<file path="src/rtl/nan_sel_pkg.sv">
// Package: shared policy encoding and binary32 geometry for the NaN selector.
// Assumes IEEE 754 single-precision layout: sign, 8-bit exponent, 23-bit fraction.
package nan_sel_pkg;

    localparam int EXP_W  = 8;
    localparam int FRAC_W = 23;
    localparam int WORD_W = 1 + EXP_W + FRAC_W;

    // Policy codes on the mode input; codes above CANON also mean canonical.
    typedef enum logic [2:0] {
        POL_A_WINS   = 3'd0,
        POL_B_WINS   = 3'd1,
        POL_STACK    = 3'd2,
        POL_SIG_PREF = 3'd3,
        POL_CANON    = 3'd4
    } policy_t;

    // Per-operand classification.
    typedef struct packed {
        logic is_nan;
        logic is_sig;
    } nan_class_t;

endpackage

</file>
<file path="src/rtl/nan_classify.sv">
// Module: nan_classify
// Classifies one floating-point word as NaN / signalling NaN.
// Assumes the exponent occupies the bits just below the sign and the fraction
// the low FRAC_W bits; the fraction MSB is the quiet bit.
module nan_classify #(
    parameter int EXP_W  = 8,
    parameter int FRAC_W = 23,
    localparam int WORD_W = 1 + EXP_W + FRAC_W
) (
    input  logic [WORD_W-1:0] word,
    output nan_sel_pkg::nan_class_t cls
);

    logic [EXP_W-1:0]  exp_f;
    logic [FRAC_W-1:0] frac_f;
    logic              exp_ones;

    // Split the word into its fields and test them.
    always_comb begin
        exp_f      = word[WORD_W-2 -: EXP_W];
        frac_f     = word[FRAC_W-1:0];
        exp_ones   = &exp_f;
        cls.is_nan = exp_ones && (frac_f != '0);
        cls.is_sig = cls.is_nan && !frac_f[FRAC_W-1];
    end

endmodule

</file>
<file path="src/rtl/nan_policy_pick.sv">
// Module: nan_policy_pick
// Decides, from the two operand classes and the policy code, whether operand B
// supplies the NaN payload and whether the canonical word replaces it.
// Assumes it is only meaningful when at least one operand is NaN.
module nan_policy_pick (
    input  nan_sel_pkg::nan_class_t cls_a,
    input  nan_sel_pkg::nan_class_t cls_b,
    input  logic [2:0]              mode,
    output logic                    take_b,
    output logic                    use_canon
);
    import nan_sel_pkg::*;

    logic both_nan;

    // Apply the selected two-NaN precedence rule.
    always_comb begin
        both_nan  = cls_a.is_nan && cls_b.is_nan;
        use_canon = (mode >= POL_CANON);
        take_b    = 1'b0;
        if (!both_nan) begin
            take_b = cls_b.is_nan;
        end else begin
            case (policy_t'(mode))
                POL_A_WINS:   take_b = 1'b0;
                POL_B_WINS:   take_b = 1'b1;
                POL_STACK:    take_b = !cls_b.is_sig;
                POL_SIG_PREF: take_b = cls_b.is_sig && !cls_a.is_sig;
                default:      take_b = 1'b0;
            endcase
        end
    end

endmodule

</file>
<file path="src/rtl/nan_quieten.sv">
// Module: nan_quieten
// Forces the quiet bit of a NaN word, keeping sign and all other payload bits.
// Assumes the input is a NaN; applied to a non-NaN it still just sets the bit.
module nan_quieten #(
    parameter int EXP_W  = 8,
    parameter int FRAC_W = 23,
    localparam int WORD_W = 1 + EXP_W + FRAC_W
) (
    input  logic [WORD_W-1:0] nan_in,
    output logic [WORD_W-1:0] nan_out
);

    // Set the fraction MSB.
    always_comb begin
        nan_out           = nan_in;
        nan_out[FRAC_W-1] = 1'b1;
    end

endmodule

</file>
<file path="src/rtl/nan_result_sel.sv">
// Module: nan_result_sel (top)
// Picks the result of a two-operand binary32 operation when an operand is NaN,
// under a run-time propagation policy, and flags signalling inputs.
// Assumes the arithmetic path supplies non-NaN results elsewhere; here such a
// result is zero. Outputs register one clock after in_valid.
module nan_result_sel #(
    parameter int EXP_W  = 8,
    parameter int FRAC_W = 23,
    localparam int WORD_W = 1 + EXP_W + FRAC_W
) (
    input  logic              clk,
    input  logic              rst_n,
    input  logic              in_valid,
    input  logic [WORD_W-1:0] op_a,
    input  logic [WORD_W-1:0] op_b,
    input  logic [2:0]        mode_sel,
    output logic              nan_seen,
    output logic [WORD_W-1:0] result,
    output logic              invalid_op
);
    import nan_sel_pkg::*;

    localparam logic [WORD_W-1:0] CANON_NAN =
        {1'b0, {EXP_W{1'b1}}, 1'b1, {(FRAC_W-1){1'b0}}};

    logic [WORD_W-1:0] ops      [2];
    nan_class_t        cls      [2];
    logic [WORD_W-1:0] quiet_op [2];
    logic              take_b;
    logic              use_canon;
    logic              any_nan;
    logic              any_sig;
    logic [WORD_W-1:0] next_res;

    assign ops[0] = op_a;
    assign ops[1] = op_b;

    // One classifier and one quietener per operand.
    for (genvar gi = 0; gi < 2; gi++) begin : g_opnd
        nan_classify #(.EXP_W(EXP_W), .FRAC_W(FRAC_W)) u_cls (
            .word (ops[gi]),
            .cls  (cls[gi])
        );
        nan_quieten #(.EXP_W(EXP_W), .FRAC_W(FRAC_W)) u_qt (
            .nan_in  (ops[gi]),
            .nan_out (quiet_op[gi])
        );
    end

    nan_policy_pick u_pick (
        .cls_a     (cls[0]),
        .cls_b     (cls[1]),
        .mode      (mode_sel),
        .take_b    (take_b),
        .use_canon (use_canon)
    );

    // Combine classes and form the next result word.
    always_comb begin
        any_nan = cls[0].is_nan || cls[1].is_nan;
        any_sig = cls[0].is_sig || cls[1].is_sig;
        if (!any_nan)
            next_res = '0;
        else if (use_canon)
            next_res = CANON_NAN;
        else
            next_res = take_b ? quiet_op[1] : quiet_op[0];
    end

    // Output registers: load on valid, flags drop when idle, result holds.
    always_ff @(posedge clk) begin
        if (!rst_n) begin
            nan_seen   <= 1'b0;
            invalid_op <= 1'b0;
            result     <= '0;
        end else if (in_valid) begin
            nan_seen   <= any_nan;
            invalid_op <= any_sig;
            result     <= next_res;
        end else begin
            nan_seen   <= 1'b0;
            invalid_op <= 1'b0;
        end
    end

endmodule

</file>
<file path="config.mk">
export PLATFORM = sky130hd
export DESIGN_NAME = nan_result_sel
export DESIGN_NICKNAME = d
export VERILOG_FILES = /design/src/rtl/nan_sel_pkg.sv /design/src/rtl/nan_classify.sv /design/src/rtl/nan_policy_pick.sv /design/src/rtl/nan_quieten.sv /design/src/rtl/nan_result_sel.sv
export SDC_FILE = /design/constraint.sdc
export NUM_CORES = 1
export LEC_CHECK = 0
export BUFFER_PORTS_ARGS = -buffer_cell sky130_fd_sc_hd__buf_2
export CAP_MARGIN = 20
export CORE_MARGIN = 8
export CORE_UTILIZATION = 41
export CTS_CLUSTER_DIAMETER = 100
export DETAILED_ROUTE_END_ITERATION = 6
export PLACE_DENSITY = 0.76
export SYNTH_ARGS = -nofsm -noshare
export SYNTH_HDL_FRONTEND = slang
export SYNTH_SLANG_ARGS = --single-unit
</file>
<file path="constraint.sdc">
create_clock -name clk -period 1.95 [get_ports clk]
set_input_delay 0.195 -clock clk [delete_from_list [all_inputs] [get_ports clk]]
set_output_delay 0.195 -clock clk [all_outputs]
set_load 0.01 [all_outputs]
</file>
# Yosys cells after proc, flatten, opt, wreduce, memory -nomap -nowiden
# Index checks and enable logic that the tools add are counted.
dict set report word_totals {
  output_inout_bits 34
  wordCells 29
  regBits 34
  mem_count 0
  latch_bits 0
  ram_bits 0
  mem_bits_ro 0
  inputBits 70
}
dict set report op_classes {
  bitwise 0
  shift 0
  div 0
  magnitude_cmp 1
  n_reduce_logical 17
  mul 0
  mux 5
  add_sub_neg 0
  eq_ne 3
}
# cell count
set op_table {}
lappend op_table {{2-to-1 mux 32 bit} 3}
lappend op_table {{nonzero test 23 bit} 2}
lappend op_table {{AND reduction 8 bit} 2}
lappend op_table {{equality test 3 x 2 -> 1 bit, second input constant} 2}
lappend op_table {{logical AND 1 bit} 6}
lappend op_table {{zero test 1 bit} 4}
lappend op_table {{equality test 3 x 1 -> 1 bit, second input constant} 1}
lappend op_table {{>= comparator 3 bit, second input constant} 1}
lappend op_table {{case mux 1 bit (3 select lines)} 1}
lappend op_table {{logical OR 1 bit} 2}
lappend op_table {{AND reduction 2 bit} 1}
lappend op_table {{2-to-1 mux 1 bit} 1}

# Depth between registers and ports, before layout
# Gate-level depths: netlist (run 1).
dict set report depth {
  ltp_word 10
  depth_mapped 8
  ltp_nobuf 6
}

# By module
# From an unflattened synthesis (run 1), not the netlist that was laid out.
dict set report unflattened {
  hier_cells 279
  area_unflattened_um2 2528.7
}
# module seq_area_each_um2 cells_per_inst instances area_per_inst_um2
set by_module_without_submodules {}
lappend by_module_without_submodules {nan_result_sel 680.7 182 1 1808.0}
lappend by_module_without_submodules {nan_quieten 0.0 33 2 244.0}
lappend by_module_without_submodules {nan_classify 0.0 12 2 91.3}
lappend by_module_without_submodules {nan_policy_pick 0.0 7 1 50.0}

# Least setup slack after synthesis (run 1)
# OpenSTA, ideal clock, no wires.
dict set report synth_timing {
  path_kind {input port to flip-flop}
  startpoint {in op_a[16]}
  endpoint {reg result[10]}
  stages 8
  arrival_time_ns 1.402
  slack_ns 0.420
  path_buffers 2
  required_ns 1.822
  setup_ns 0.128
  path_cell_list {nor4_1 > nand4_1 > o21ai_2 > o21ba_1 > buf_6 > buf_12 > mux2i_1 > o21ai_1}
}
dict set report synth_between {
  elab_chain_len 10
  elab_cells_between_ends 12
  cone_classes {5 x mux; 7 x reduce/logical}
}
# element line_no
set synth_lines {}
lappend synth_lines {{start: declaration} nan_result_sel.sv:14} ;# input logic [WORD_W-1:0] op_a,
lappend synth_lines {{nonzero test 23 bit *} nan_classify.sv:23} ;# cls.is_nan = exp_ones && (frac_f != '0);
lappend synth_lines {{logical AND 1 bit *} nan_classify.sv:23}
lappend synth_lines {{logical AND 1 bit} nan_classify.sv:24} ;# cls.is_sig = cls.is_nan && !frac_f[FRAC_W-1];
lappend synth_lines {{zero test 1 bit} nan_policy_pick.sv:28} ;# POL_SIG_PREF: take_b = cls_b.is_sig && !cls_a.is_sig;
lappend synth_lines {{logical AND 1 bit} nan_policy_pick.sv:28}
lappend synth_lines {{case mux 1 bit (3 select lines)} nan_policy_pick.sv:24} ;# case (policy_t'(mode))
lappend synth_lines {{2-to-1 mux 1 bit} nan_policy_pick.sv:21} ;# if (!both_nan) begin
lappend synth_lines {{2-to-1 mux 32 bit} nan_result_sel.sv:67} ;# next_res = take_b ? quiet_op[1] : quiet_op[0];
lappend synth_lines {{2-to-1 mux 32 bit} nan_result_sel.sv:64} ;# else if (use_canon)
lappend synth_lines {{2-to-1 mux 32 bit *} nan_result_sel.sv:62} ;# if (!any_nan)
lappend synth_lines {{end signal: assignment} nan_result_sel.sv:79} ;# result <= next_res;
lappend synth_lines {{end: declaration} nan_result_sel.sv:18} ;# output logic [WORD_W-1:0] result,
# Mark *: on every way between the ends. The rest lies on a longest branch, timed or not.
# A chain may end at the register's enable or synchronous reset.

# Worst setup path after layout (run 1)
dict set report layout_timing {
  startpoint {in op_a[10]}
  endpoint {reg result[3]}
}
# Same word-level chain as after synthesis.

==> results of run 1 <==
[cell usage after synthesis]
| cell type | number |
|---|---|
| dfxtp_1 | 34 |
| nand2_1 | 26 |
| mux2i_1 | 23 |
| o21ai_1 | 21 |
| nor2b_1 | 11 |
| nor4_1 | 10 |
| o21a_1 | 9 |
| clkbuf_1 | 7 |
| nand4_1 | 6 |
| o21ai_0 | 4 |
| and3_1 | 2 |
| buf_12 | 2 |
| nor2_1 | 2 |
| nor3_1 | 2 |
| a21oi_1 | 1 |
| and2_1 | 1 |
| buf_6 | 1 |
| inv_1 | 1 |
| nand3b_1 | 1 |
| nand4b_1 | 1 |
| o21ai_2 | 1 |
| o21ba_1 | 1 |
| o22ai_1 | 1 |
[kinds of logic after synthesis]
kind of cell / share of synthesized area (%)
AND/OR/NAND/NOR: 20.8
multiplexers: 15.0
buffers and inverters: 5.30
flip-flops: 44.4
AO/OA/AOI/OAI: 14.5
[power groups by stage]
stage	Sequential, W	Combinational (W)	Clock [W]
final	0.000696	0.000136	0.000527
after global routing	0.000695	0.000150	0.000570
after CTS	0.000696	0.000136	0.000543
after detailed placement	0.000711	0.000136	0
after global placement	0.000711	0.000134	0
after floorplan	0.000712	0.0000389	0
[worst max-delay path, cell delays in order]
cell     delay (ns)
buf_2          0.11
nor4_1         0.33
buf_4          0.17
nand4_1        0.10
o21ai_2        0.19
o21ba_1        0.22
buf_4          0.20
mux2i_1        0.23
o21ai_1        0.07
[metrics by stage]
| step | cell area [um^2] | total power [W] | cells | utilization [%] | setup slack, ns |
|---|---|---|---|---|---|
| 6_report | 2210 | 0.00136 | 326 | 60.7 | 0.307 |
| 4_1_cts | 2210 | 0.00138 | 326 | 60.7 | 0.302 |
| 3_5_place_dp | 2110 | 0.000847 | 318 | 58.2 | 0.00000189 |
| 5_1_grt | 2210 | 0.00142 | 326 | 60.7 | 0.184 |
| 2_1_floorplan | 1530 | 0.000751 | 168 | - | 0.420 |
| 3_3_place_gp | 2110 | 0.000846 | 318 | 58.2 | 0.0286 |
[metal layers]
| metal | share of wire [%] | vias to the layer above |
|---|---|---|
| met2 | 48 | 70 |
| met1 | 41 | 700 |
| met3 | 8.4 | 10 |
| met4 | 2.5 | 0 |
| met5 | 0 | - |
| li1 | - | 816 |
[layout make-up]
| cell class | instances | area [um^2] | share of cell area [%] |
|---|---|---|---|
| tap | 48 | 60.1 | 2.72 |
| sequential | 34 | 681 | 30.9 |
| clock buffer | 7 | 86.3 | 3.91 |
| multi-input combinational | 123 | 774 | 35.1 |
| inverter | 1 | 3.75 | 0.170 |
| timing repair buffer | 112 | 596 | 27.0 |
| clock inverter | 1 | 5.00 | 0.227 |
[worst min path at each step]
stage                 end  slack, ns  startpoint
2_1_floorplan  invalid_op       0.35       rst_n
3_3_place_gp   result[19]       0.43  result[19]
3_5_place_dp   result[14]       0.44  result[14]
4_1_cts        result[10]       0.18    op_b[10]
5_1_grt         result[4]       0.20     op_a[4]
6_report       result[31]       0.19    op_a[31]
[registers in the layout, summed over array words and instances (netlist names)]
signal,cells
nan_seen,1
result,32
invalid_op,1
==> flow_summary.json, run 1 <==
{
  "busiest_layer": "met2",
  "design.die.area_um2": 5950,
  "maxCapViolCount": 0,
  "power_density_nw_per_um2": 616,
  "switchingPower_w": 0.000306,
  "fin_worst_skew_ns": 0,
  "max_freq_ghz": 0.609,
  "reg2reg_from": "result[24]",
  "yosysTopAreaCell": "dfxtp_1",
  "avgSynthCellArea_um2": 9.13,
  "worst-path-max-fanout": 7,
  "grtUsageMet3_pct": 5.01,
  "r2r-end": "result[24]",
  "grt.met1_usage_pct": 17.5,
  "first_pass_iters": 4,
  "internal-power_w": 0.00105,
  "syn_inst": 168,
  "startpoint_type": "primary input",
  "grt_pass1_wl_mm": 7.92,
  "ys.warnings.count": 0,
  "wl_per_cell_um": 14.7,
  "numCtsBuffers": 5,
  "layout_commonest_cell": "buf_2",
  "endpoint_kind": "flop",
  "synthTopCellsByArea": "dfxtp_1, mux2i_1, o21ai_1",
  "clock-sinks": 34,
  "crit_path_end": "result[3]",
  "die_height_um": 77.2,
  "ant_nets": 0,
  "hold_ws_ns": 0.189,
  "tightest_slew_ns": 0.421,
  "drive_gt1_share_pct": 43.5,
  "clk_latency_ns": 0.28,
  "rsz0062_at_grt": "false",
  "hpwl_mm": 3.99,
  "arrival_ns": 1.82,
  "boundaryPins": 104,
  "viasPerCell": 4.90,
  "coreArea_um2": 3630,
  "grt_max_degree": 17,
  "gp_congestion": 0.815,
  "cp.required_ns": 2.13,
  "slew_violations": 0,
  "vdd_drop_max_mv": 0.433,
  "die_x_um": 77.2,
  "synth_cell_types": 23,
  "clk_pin_slew_ns": 0.07,
  "drc_errors": 0,
  "cts_setup_buffers": 0,
  "vias": 1596,
  "use_met2_pct": 27.4,
  "startpoint": "op_a[10]",
  "cts_hold_buf": 0,
  "grt_pass1_vias": 1770,
  "postRouteWirelength_mm": 4.80,
  "insertedDiodeCount": 0,
  "power_frac_comb_pct": 10.0,
  "io_buffers": 103,
  "final_cell_mix": "buf_2, dfxtp_1, nand2_1",
  "synth_nets": 238,
  "r2r_slack_ns": 1.23,
  "ys_seq_elements": 34,
  "rows": 22,
  "syn2layout_area_growth_pct": 43.8,
  "drt-initial-drc-count": 89,
  "outcome": "completed",
  "leakage_nw": 1.02,
  "htreeDepth": 2,
  "final.fill_count": 370,
  "cts_tree": "yes",
  "finalSetupViolCount": 0,
  "nets": 347,
  "switching_share_pct": 22.6,
  "start_util_pct": 42.2,
  "seq_area_frac_synth_pct": 44.4,
  "synth_top_area_share_pct": 44.4,
  "max_slew_margin_pct": 71.7,
  "cts_buffer_depth": 2,
  "fin_crit_ns": 1.64,
  "grtUsageTotal_pct": 16.1,
  "cts_resized": 0,
  "hold_path_class": "primary input to flop",
  "synth_area_um2": 1530,
  "antenna_found_initial": 0,
  "hold_path_depth": 3,
  "clockRootBuffer": "clkbuf_8",
  "hold_viol": 0,
  "gr-total-overflow": 0,
  "clkPwrFrac_pct": 38.8,
  "min_period_over_period_pct": 84.3,
  "rr_worst_depth": 2,
  "fin_tns_setup_ns": 0,
  "p_seq_share_pct": 51.2,
  "critPathKind": "primary input to flop"
}
Note: power is estimated with default switching activity, not from simulation.
==> run 2, diff against run 1 <==
==> constraint.sdc (replaced) <==
create_clock -name clk -period 1.65 [get_ports clk]
set_input_delay 0.165 -clock clk [delete_from_list [all_inputs] [get_ports clk]]
set_output_delay 0.165 -clock clk [all_outputs]
set_load 0.01 [all_outputs]
==> flow_summary.json, run 2 (synthesis results as in run 1) <==
{
  "outcome": "completed",
  "worst-path-max-fanout": 16,
  "gr-total-overflow": 0,
  "setup_ws_ns": 0.134,
  "leakage_nw": 1.07,
  "min-delay-start": "op_a[31]",
  "p_total_w": 0.00162,
  "numCtsBuffers": 5,
  "grt_max_degree": 17,
  "finalSetupViolCount": 0,
  "cts_buffer_depth": 2,
  "die_height_um": 77.2,
  "drc_errors": 0,
  "min_period_over_period_pct": 91.9,
  "postRouteWirelength_mm": 4.98,
  "dpl_cell_area_um2": 2180,
  "cts_tree": "yes",
  "boundaryPins": 104,
  "layout_commonest_cell": "buf_2",
  "die_x_um": 77.2,
  "rows": 22,
  "slew_violations": 0,
  "clk_pin_slew_ns": 0.06,
  "hold_path_depth": 3,
  "max_freq_ghz": 0.660,
  "nets": 356,
  "gp_congestion": 0.820,
  "start_util_pct": 42.2,
  "largest_reg_flops": 32,
  "endpoint_kind": "flop",
  "grt_pass1_vias": 1734,
  "cts_setup_buffers": 0,
  "regMostFlops": "result",
  "first_pass_iters": 4,
  "hpwl_mm": 4.04,
  "r2r-end": "result[22]",
  "wl_per_cell_um": 14.9,
  "hold_viol": 0,
  "vias": 1658,
  "fin_worst_skew_ns": 0,
  "viasPerCell": 4.95,
  "clockRootBuffer": "clkbuf_8",
  "rr_worst_depth": 2,
  "fin_crit_ns": 1.52,
  "drive_gt1_share_pct": 47.4,
  "antenna_found_initial": 0,
  "htreeDepth": 2,
  "final_cell_mix": "buf_2, dfxtp_1, nand2_1",
  "clock-sinks": 34,
  "clk_latency_ns": 0.27,
  "vdd_drop_max_mv": 0.480,
  "critPathSlowestCell": "nor4_4",
  "holdPathEnd": "result[31]",
  "grt_pass1_wl_mm": 8.17,
  "drt-initial-drc-count": 51,
  "syn2layout_area_growth_pct": 51.3,
  "power_density_nw_per_um2": 699,
  "fin_tns_setup_ns": 0,
  "cp.required_ns": 1.81,
  "crit_chain": "buf_2 -> nor4_4 -> buf_4 -> nand4_1 -> o21ai_2 -> o21ba_2 -> buf_12 -> mux2i_1 -> o21ai_1",
  "hold_path_class": "primary input to flop",
  "critPathMaxStageDelay_ns": 0.29,
  "maxCapViolCount": 0,
  "coreArea_um2": 3630,
  "design.die.area_um2": 5950,
  "reg2reg_from": "result[22]",
  "ant_nets": 0,
  "critPathKind": "primary input to flop",
  "insertedDiodeCount": 0,
  "arrival_ns": 1.68,
  "r2r_slack_ns": 0.95,
  "reg_top3": "result: 32 flops, invalid_op: 1 flops, nan_seen: 1 flops",
  "max_slew_margin_pct": 77.0,
  "dp_slack_ns": -0.267,
  "tightest_slew_ns": 0.342,
  "final_area_um2": 2320,
  "startpoint_type": "primary input",
  "grtUsageTotal_pct": 16.3,
  "io_buffers": 103
}
==> run 2: cell type report <==
type,instances,area [um^2]
sequential,34,681
inverter,1,3.75
tap,48,60.1
timing repair buffer,121,667
clock inverter,1,5.00
fill,339,1310
clock buffer,7,86.3
multi-input combinational,123,818
==> run 2: through the flow <==
stage | utilization [%] | hold WS, ns | instances
2_1_floorplan | - | 0.318 | 168
3_3_place_gp | 60.1 | 0.433 | 327
3_5_place_dp | 60.1 | 0.438 | 327
4_1_cts | 62.6 | 0.165 | 335
5_1_grt | 63.9 | 0.170 | 335
6_report | 63.9 | 0.167 | 335
==> run 2: metal layers <==
layer	vias up	share of wire (%)	global-route usage, %
met3	8	7.9	6.41
li1	835	-	-
met2	75	47	26.0
met5	-	0	0
met4	0	2.0	5.85
met1	740	43	19.4
==> run 2: worst max-delay path by stage <==
stage,from,end,slack (ns)
5_1_grt,op_a[10],result[30],-0.007
3_5_place_dp,op_a[10],result[14],-0.27
6_report,op_a[10],result[14],0.13
2_1_floorplan,op_a[16],result[10],0.15
4_1_cts,op_a[10],result[14],0.03
3_3_place_gp,op_a[16],result[30],-0.24
==> run 2: worst max-delay path, delay by kind of cell <==
family                 cells  cell delay, ns
AND/OR/NAND/NOR            2            0.39
AO/OA/AOI/OAI              3            0.45
buffers and inverters      3            0.45
multiplexers               1            0.22
==> run 2: power by group <==
group          internal (W)  switching, W  total, W
registers          0.000822   0.000000488  0.000822
logic             0.0000986     0.0000866  0.000185
clock network      0.000336      0.000279  0.000615
total               0.00126      0.000366   0.00162
==> run 2: timing repair <==
| action | CTS | global route |
|---|---|---|
| endpoints found under the setup margin | 0 | 32 |
| hold buffers | 0 | 0 |
| resized for setup | 0 | 9 |
==> run 3, diff against run 2 <==
--- a/config.mk
+++ b/config.mk
@@ -8,10 +8,10 @@
 export BUFFER_PORTS_ARGS = -buffer_cell sky130_fd_sc_hd__buf_2
 export CAP_MARGIN = 20
 export CORE_MARGIN = 8
-export CORE_UTILIZATION = 41
+export CORE_UTILIZATION = 40
 export CTS_CLUSTER_DIAMETER = 100
 export DETAILED_ROUTE_END_ITERATION = 6
-export PLACE_DENSITY = 0.76
+export PLACE_DENSITY = 0.75
 export SYNTH_ARGS = -nofsm -noshare
 export SYNTH_HDL_FRONTEND = slang
 export SYNTH_SLANG_ARGS = --single-unit
==> flow_summary.json, run 3 (synthesis results as in run 1) <==
{
  "design.die.area_um2": 6070,
  "cts_setup_buffers": 0,
  "grt_pass1_wl_mm": 8.07,
  "critPathSlowestCell": "nor4_1",
  "vdd_drop_max_mv": 0.474,
  "reg_top3": "result: 32 flops, invalid_op: 1 flops, nan_seen: 1 flops",
  "utilization_pct": 63.7,
  "critPathKind": "primary input to flop",
  "outcome": "completed",
  "viasPerCell": 4.98,
  "rows": 22,
  "hpwl_mm": 3.97,
  "coreArea_um2": 3690,
  "max_slew_margin_pct": 72.1,
  "drt-initial-drc-count": 50,
  "min_period_over_period_pct": 96.1,
  "fin_worst_skew_ns": 0,
  "tightest_slew_ns": 0.415,
  "cp.required_ns": 1.83,
  "grtUsageTotal_pct": 16.0,
  "drive_gt1_share_pct": 48.6,
  "grt_max_degree": 16,
  "rsz0062_at_grt": "false",
  "arrival_ns": 1.77,
  "numCtsBuffers": 5,
  "fin_crit_ns": 1.59,
  "htreeDepth": 2,
  "hold_path_depth": 3,
  "boundaryPins": 104,
  "final_cell_mix": "buf_2, dfxtp_1, nand2_1",
  "first_pass_iters": 4,
  "syn2layout_area_growth_pct": 53.3,
  "insertedDiodeCount": 0,
  "rr_worst_depth": 2,
  "slew_violations": 0,
  "clock-sinks": 34,
  "startpoint_type": "primary input",
  "clk_pin_slew_ns": 0.07,
  "cts_tree": "yes",
  "io_buffers": 103,
  "largest_reg_flops": 32,
  "die_height_um": 77.9,
  "vias": 1684,
  "gp_congestion": 0.834,
  "max_freq_ghz": 0.631,
  "endpoint_kind": "flop",
  "worst-path-max-fanout": 9,
  "wl_per_cell_um": 15.0,
  "finalSetupViolCount": 0,
  "p_total_w": 0.00175,
  "regMostFlops": "result",
  "start_util_pct": 41.6,
  "cts_buffer_depth": 2,
  "cts_hold_buf": 0,
  "maxCapViolCount": 0,
  "crit_chain": "buf_2 -> nor4_1 -> nand4_1 -> o21ai_1 -> buf_4 -> nand2_1 -> and2_1 -> o21a_1",
  "antenna_found_initial": 0,
  "clk_latency_ns": 0.28,
  "grt_pass1_vias": 1835,
  "hold_viol": 0,
  "power_density_nw_per_um2": 743,
  "ant_nets": 0,
  "gr-total-overflow": 0,
  "die_x_um": 77.9,
  "drc_errors": 0,
  "nets": 359,
  "critPathMaxStageDelay_ns": 0.41,
  "hold_path_class": "primary input to flop",
  "layout_commonest_cell": "buf_2",
  "postRouteWirelength_mm": 5.08,
  "leakage_nw": 1.09,
  "clockRootBuffer": "clkbuf_8"
}
run 3: path summary, 6_finish.rpt:
path	from	endpoint	slack (ns)
setup / recovery	op_b[16]	result[28]	0.06
hold / removal	op_a[31]	result[31]	0.15
setup reg to reg	result[28]	result[28]	0.94
hold reg to reg	result[31]	result[31]	0.44
run 3: what timing repair did:
item / 4_1_cts / 5_1_grt
resized for setup: 0 / 12
setup endpoints to repair: 0 / 32
hold endpoints to repair: 0 / 0
run 3: per-stage QoR:
step	hold slack [ns]	area [um^2]	TNS (ns)	cells	setup WS, ns
global placement	0.433	2180	-7.13	329	-0.249
CTS	0.155	2290	0	337	0.0517
detailed placement	0.438	2180	-6.79	329	-0.255
finish	0.150	2350	0	338	0.0649
floorplan	0.318	1530	0	168	0.150
global route	0.183	2350	0	338	0.0115
run 3: per-layer routing:
layer / wire length, um / GRT usage, % / up-vias
li1: - / - / 839
met5: 0 / 0 / -
met3: 512 / 7.37 / 9
met4: 73 / 6.11 / 0
met2: 2360 / 26.7 / 72
met1: 2140 / 17.3 / 764
run 3: power breakdown:
part | switching, W | total [W] | internal [W] | leakage (nW)
registers | 0.000000505 | 0.000822 | 0.000822 | 0.274
logic | 0.0000865 | 0.000188 | 0.000101 | 0.758
clock network | 0.000292 | 0.000736 | 0.000444 | 0.0579
run 3: area by class of cell:
cell class                 instances  area [um^2]
timing repair buffer             124          684
sequential                        34          681
tap                               48         60.1
inverter                           1         3.75
clock inverter                     3         40.0
clock buffer                       5         68.8
multi-input combinational        123          813
fill                             335         1340
run 3: worst max-delay path: cells and delay by family:
family	cells	cell delay (ns)
and+or+nand+nor	4	0.92
AOI/OAI and AO/OA	2	0.44
buffers and inverters	2	0.24
